[src/rtl/trk_fault_pkg.sv]
package trk_fault_pkg;

    // Encoding of the active-low built-in-test flag
    typedef enum logic {
        FLAG_FAULT = 1'b0,
        FLAG_OK    = 1'b1
    } flag_e;

    // Conditions that force a fault independently of the filtered error
    typedef struct packed {
        logic sig_loss;
        logic ref_loss;
        logic over_vel;
    } cond_t;

    // Shift amount approximating a time constant given in sample periods
    function automatic int unsigned tau_shift(input int unsigned tau);
        return (tau <= 1) ? 0 : $clog2(tau);
    endfunction

endpackage

[src/rtl/trk_err_mag.sv]
module trk_err_mag #(
    parameter int unsigned ERR_W = 16
) (
    input  logic                    clk,
    input  logic                    rst,
    input  logic signed [ERR_W-1:0] err_i,
    output logic        [ERR_W-1:0] mag_o
);

    logic [ERR_W-1:0] abs_c;

    // Two's-complement negation fits in ERR_W unsigned bits, including the most negative code
    always_comb begin
        if (err_i[ERR_W-1]) abs_c = ~$unsigned(err_i) + 1'b1;
        else                abs_c = $unsigned(err_i);
    end

    always_ff @(posedge clk) begin
        if (rst) mag_o <= '0;
        else     mag_o <= abs_c;
    end

    // a zero error yields a zero magnitude one cycle later
    a_r3_zero_err: assert property (@(posedge clk) disable iff (rst)
        (err_i == '0) |=> (mag_o == '0));

    // a non-zero error never yields a zero magnitude
    a_r3_nonzero_err: assert property (@(posedge clk) disable iff (rst)
        (err_i != '0) |=> (mag_o != '0));

endmodule

[src/rtl/trk_err_lpf.sv]
module trk_err_lpf #(
    parameter int unsigned MAG_W = 16,
    parameter int unsigned SHIFT = 4
) (
    input  logic             clk,
    input  logic             rst,
    input  logic [MAG_W-1:0] mag_i,
    output logic [MAG_W-1:0] lvl_o
);

    localparam int unsigned ACC_W = MAG_W + SHIFT;

    logic [ACC_W-1:0] acc_q;
    logic [ACC_W-1:0] acc_d;

    // Leaky integrator: the accumulator stays within ACC_W bits because its fixed point is mag << SHIFT
    always_comb begin
        acc_d = acc_q - (acc_q >> SHIFT) + ACC_W'(mag_i);
    end

    always_ff @(posedge clk) begin
        if (rst) acc_q <= '0;
        else     acc_q <= acc_d;
    end

    assign lvl_o = acc_q[ACC_W-1:SHIFT];

    // the level never falls while the input is at or above it
    a_r4_rise: assert property (@(posedge clk) disable iff (rst)
        (mag_i >= lvl_o) |=> (lvl_o >= $past(lvl_o)));

    // the level never rises while the input is at or below it
    a_r4_fall: assert property (@(posedge clk) disable iff (rst)
        (mag_i <= lvl_o) |=> (lvl_o <= $past(lvl_o)));

endmodule

[src/rtl/trk_fault_flag.sv]
module trk_fault_flag
    import trk_fault_pkg::*;
#(
    parameter int unsigned MAG_W       = 16,
    parameter int unsigned THRESH      = 100,
    parameter bit          REF_LOSS_EN = 1'b1
) (
    input  logic             clk,
    input  logic             rst,
    input  logic [MAG_W-1:0] lvl_i,
    input  cond_t            cond_i,
    output logic             flt_n_o
);

    localparam logic [MAG_W-1:0] THR_V = MAG_W'(THRESH);

    logic force_c;
    logic over_c;

    generate
        if (REF_LOSS_EN) begin : g_ref
            assign force_c = cond_i.sig_loss | cond_i.over_vel | cond_i.ref_loss;
        end else begin : g_noref
            assign force_c = cond_i.sig_loss | cond_i.over_vel;
        end
    endgenerate

    assign over_c = (lvl_i > THR_V);

    always_ff @(posedge clk) begin
        if (rst)                   flt_n_o <= FLAG_FAULT;
        else if (force_c || over_c) flt_n_o <= FLAG_FAULT;
        else                       flt_n_o <= FLAG_OK;
    end

    // reset leaves the flag in fault
    a_r1_reset_fault: assert property (@(posedge clk)
        rst |=> (flt_n_o == FLAG_FAULT));

    // signal loss or over-velocity forces a fault at the next edge
    a_r7_force: assert property (@(posedge clk) disable iff (rst)
        (cond_i.sig_loss || cond_i.over_vel) |=> (flt_n_o == FLAG_FAULT));

    // a filtered level above threshold gives a fault
    a_r5_over_thr: assert property (@(posedge clk) disable iff (rst)
        (lvl_i > THR_V) |=> (flt_n_o == FLAG_FAULT));

    // quiet conditions and a settled level clear the flag without help
    a_r9_autoclear: assert property (@(posedge clk) disable iff (rst)
        (!cond_i.sig_loss && !cond_i.over_vel && !cond_i.ref_loss && lvl_i <= THR_V)
        |=> (flt_n_o == FLAG_OK));

endmodule

[src/rtl/trk_fault_mon.sv]
module trk_fault_mon
    import trk_fault_pkg::*;
#(
    parameter int unsigned ERR_W       = 16,
    parameter int unsigned TAU_SAMPLES = 16,
    parameter int unsigned THRESH      = 100,
    parameter bit          REF_LOSS_EN = 1'b1
) (
    input  logic                    clk,
    input  logic                    rst,
    input  logic signed [ERR_W-1:0] loop_err,
    input  logic                    over_vel,
    input  logic                    sig_loss,
    input  logic                    ref_loss,
    output logic                    fault_n
);

    localparam int unsigned SHIFT = tau_shift(TAU_SAMPLES);

    logic [ERR_W-1:0] mag;
    logic [ERR_W-1:0] lvl;
    cond_t            cond;

    assign cond.sig_loss = sig_loss;
    assign cond.ref_loss = ref_loss;
    assign cond.over_vel = over_vel;

    trk_err_mag #(.ERR_W(ERR_W)) u_mag (
        .clk   (clk),
        .rst   (rst),
        .err_i (loop_err),
        .mag_o (mag)
    );

    trk_err_lpf #(.MAG_W(ERR_W), .SHIFT(SHIFT)) u_lpf (
        .clk   (clk),
        .rst   (rst),
        .mag_i (mag),
        .lvl_o (lvl)
    );

    trk_fault_flag #(
        .MAG_W       (ERR_W),
        .THRESH      (THRESH),
        .REF_LOSS_EN (REF_LOSS_EN)
    ) u_flag (
        .clk     (clk),
        .rst     (rst),
        .lvl_i   (lvl),
        .cond_i  (cond),
        .flt_n_o (fault_n)
    );

    // the flag is a clean two-level output once out of reset
    a_r2_flag_known: assert property (@(posedge clk) disable iff (rst)
        !$isunknown(fault_n));

endmodule

[config.mk]
export PLATFORM = sky130hd
export DESIGN_NAME = trk_fault_mon
export DESIGN_NICKNAME = d
export VERILOG_FILES = /design/src/rtl/trk_fault_pkg.sv /design/src/rtl/trk_err_mag.sv /design/src/rtl/trk_err_lpf.sv /design/src/rtl/trk_fault_flag.sv /design/src/rtl/trk_fault_mon.sv
export SDC_FILE = /design/constraint.sdc
export NUM_CORES = 1
export LEC_CHECK = 0
export BUFFER_PORTS_ARGS = -buffer_cell sky130_fd_sc_hd__buf_2
export CAP_MARGIN = 30
export CORE_MARGIN = 5
export CORE_UTILIZATION = 41
export DETAILED_ROUTE_END_ITERATION = 10
export SYNTH_ARGS = -nofsm -noshare
export SYNTH_HDL_FRONTEND = slang
export SYNTH_SLANG_ARGS = --single-unit
[constraint.sdc]
create_clock -name clk -period 5.9 [get_ports clk]
set_input_delay 0.295 -clock clk [delete_from_list [all_inputs] [get_ports clk]]
set_output_delay 0.295 -clock clk [all_outputs]
set_load 0.02 [all_outputs]
==> impl_results.md <==
- Die Wd: just over 90 um
- GP Congestion: just over 0.8
- Initial Util: 0.426
- Initial DRC count: just under 90
- Longest Clk Path Bufs: 2
- Status: finished clean
- Total grt overflow: 0
- R2r setup slk: approximately 2800 ps
- Area contributors post-synth: dfxtp_1 27%, fa_1 12%, ha_1 11%
- Tcrit/Tclk final: 0.530
- Worst Tran Pin Value: 754 ps
- Worst skew pair latency: about 290 ps
- Cell count after synthesis: ~330
- Synth area leader: dfxtp_1
- Final hold slack: between 150 and 200 ps
- Seq cells post-synth: 37
- Critical Path Fanout Max: 3
- Drt via density: 4.76
- Slew margin rel.: 0.493
- Syn. warnings: 0
- Number of post-CTS setup repair buffers: 0
- Worst reg2reg startpoint: u_mag.mag_o[1]$_SDFF_PP0_
- Post-CTS Hold Fix Bufs: 0
- Placed standard-cell area: 2930 um^2
- DP HPWL: between 4 and 5 mm
- Hold path start: loop_err[14]
- Share of cells above drive strength 1: 0.107
- Critical setup path kind: reg2reg
- Vert. Die Dim: a little over 90 um
- Multi-input gate area in the final layout: approximately 1700 um^2
- Syn Nets: between 300 and 400
- TNS Setup: 0 ps
- Drt total wl: just over 5 mm
- Largest net degree at the start of global routing: 42
- Max-cap violations: 0
- Reg2Reg Depth: 10
- Number of diodes: 0
- Period minus WS final: 3130 ps
- Clk slew on worst S/H paths: roughly 80 ps
- Initial DRT Pass Iterations: 4
- Seq. cell area: 741 um^2
- CP startpoint: u_mag.mag_o[1]$_SDFF_PP0_
- Critical path endpoint category: flip-flop
- Seq/Total Area, Yosys: 0.269
- Share of flip-flops with an asynchronous set or reset: 0
- CTS tree: yes
- Placeable Area: around 6500 um^2
- Number of distinct library cells after synthesis: between 40 and 50
- Initial antenna violation count: 0
- Reg-to-Reg End: u_lpf.acc_q[18]$_SDFF_PP0_
- Routed via count: a little over 2000
- DRC: 0
- PostCTS Resize Cnt: 0
- Worst path required time: between 6000 and 7000 ps
- Fin. max-slew vios: 0
- Number of flops mapped to enable cells by yosys: 0
- Vias in the first global route: roughly 2000
- Gr usage total: 0.135
- First-pass GRT wire length: between 9 and 10 mm
- Nets: between 400 and 500
- Critical path launch point type: flip-flop
- Final Hold Viols: 0
- # fillers: 648
- Average wire per standard cell: around 12 um
- Setup Skew: 2.48 ps
- Detail Route Antenna Nets: 0
- CTS H-tree lvls: 2
- Syn_area_per_cell: between 8 and 9 um^2
- I/O Pins: 22
- RSZ-0062 raised after global routing: false
- P&R area growth vs syn: 10.6%
- Clock Root Buffer: clkbuf_8
- Share of the synthesized area in the top cell type: 0.269
- CTS sink cnt: 37
- CTS buffer count: 5
- Std-Cell Rows: 29
- Hold depth: 2
- Die ar.: about 8500 um^2
- Worst min-delay path class: in2reg
- Synthesized area: ~2800 um^2
- Post-route cell area: 3050 um^2
- Min-Delay Endpoint: u_mag.mag_o[15]$_SDFF_PP0_
- Final setup violation count: 0
- Main synth FF type: dfxtp_1
- Max Fclk: roughly 320 MHz
- IO buf count: 21
- WP data arrival: 3310 ps
cell families (layout without fill, tap and decap cells):
group,after synthesis,in the layout,synth area share
xor gates and xnor gates,27,27,0.0859
and+or+nand+nor,85,85,0.154
buffers and inverters,77,100,0.105
AOI/OAI and AO/OA,62,62,0.144
muxes,3,3,0.0118
DFF,37,37,0.269
adders and majority gates,41,41,0.230
placed cells by master (no fill, tap or decap), types with 2 or more instances in the layout:
master,netlist,layout
xnor2_1,9,9
nor3_1,3,3
mux2_2,2,2
fa_1,16,16
o211ai_1,7,7
o21ai_0,15,15
o31ai_1,4,4
nand3_1,4,4
nor2_1,40,40
and2_1,2,2
a21o_1,5,5
or4_4,3,3
ha_1,25,25
or3_1,2,2
a211oi_1,4,4
a21oi_1,17,17
a31oi_1,3,3
nor4_1,2,2
nand4_1,4,4
inv_1,71,71
buf_2,1,21
xor2_1,18,18
nand2_1,12,12
clkbuf_8,0,5
dfxtp_1,37,37
nor2b_1,5,5
flip-flops by register name, summed over array words and instances, names as in the netlist:
signal,cells
u_lpf.acc_q,20
u_mag.mag_o,16
u_flag.flt_n_o,1
how the worst max path moves through the flow:
stage,cells after the start,slack [ps],to
2_1_floorplan,10,3020,u_lpf.acc_q[18]$_SDFF_PP0_
3_3_place_gp,10,2840,u_lpf.acc_q[18]$_SDFF_PP0_
3_5_place_dp,10,2800,u_lpf.acc_q[18]$_SDFF_PP0_
4_1_cts,10,2780,u_lpf.acc_q[18]$_SDFF_PP0_
5_1_grt,10,2460,u_lpf.acc_q[18]$_SDFF_PP0_
6_report,10,2770,u_lpf.acc_q[18]$_SDFF_PP0_
layer usage:
| metal | global-route usage | wire length [um] | vias to the layer above |
|---|---|---|---|
| li1 | - | - | 1121 |
| met1 | 0.180 | 2620 | 892 |
| met2 | 0.214 | 2240 | 39 |
| met3 | 0.0254 | 218 | 6 |
| met4 | 0.0557 | 93 | 0 |
| met5 | 0 | 0 | - |
worst max-delay path, stage by stage, from the launching register on:
cell and delay [ps]:
dfxtp_1 310, inv_1 50, fa_1 520, inv_1 60
fa_1 470, a211oi_1 310, o211ai_1 160, a21oi_1 230
o21ai_0 210, a311oi_1 340, mux2_2 360
area by class of cell:
class,instances,area share
Multi-Input combinational cell,218,0.566
Clock inverter,3,0.0152
Sequential cell,37,0.243
Tap cell,77,0.0316
Timing Repair Buffer,21,0.0345
Clock buffer,5,0.0226
Inverter,71,0.0875
Yosys cell counts, drive strengths merged (2+ instances only):
master	n
nor4	2
xnor2	9
or3	3
o21ai	15
and2	2
ha	25
o211ai	7
nor3	3
fa	16
or4	4
a211oi	4
nor2b	5
a21oi	17
o31ai	5
dfxtp	37
inv	71
nand2	12
a31oi	3
nor2	40
nand3	4
nand4	4
mux2	2
a21o	5
xor2	18
clkbuf	5
stage by stage:
stage | util | cells | setup slack (ps)
final | 0.472 | 432 | 2770
after global routing | 0.472 | 432 | 2460
after CTS | 0.472 | 432 | 2780
after detailed placement | 0.454 | 424 | 2800
after global placement | 0.454 | 424 | 2840
after floorplan | - | 332 | 3020
Power is not shown: default switching activity piles up to over one toggle a cycle in this logic, so the estimate is an artifact.
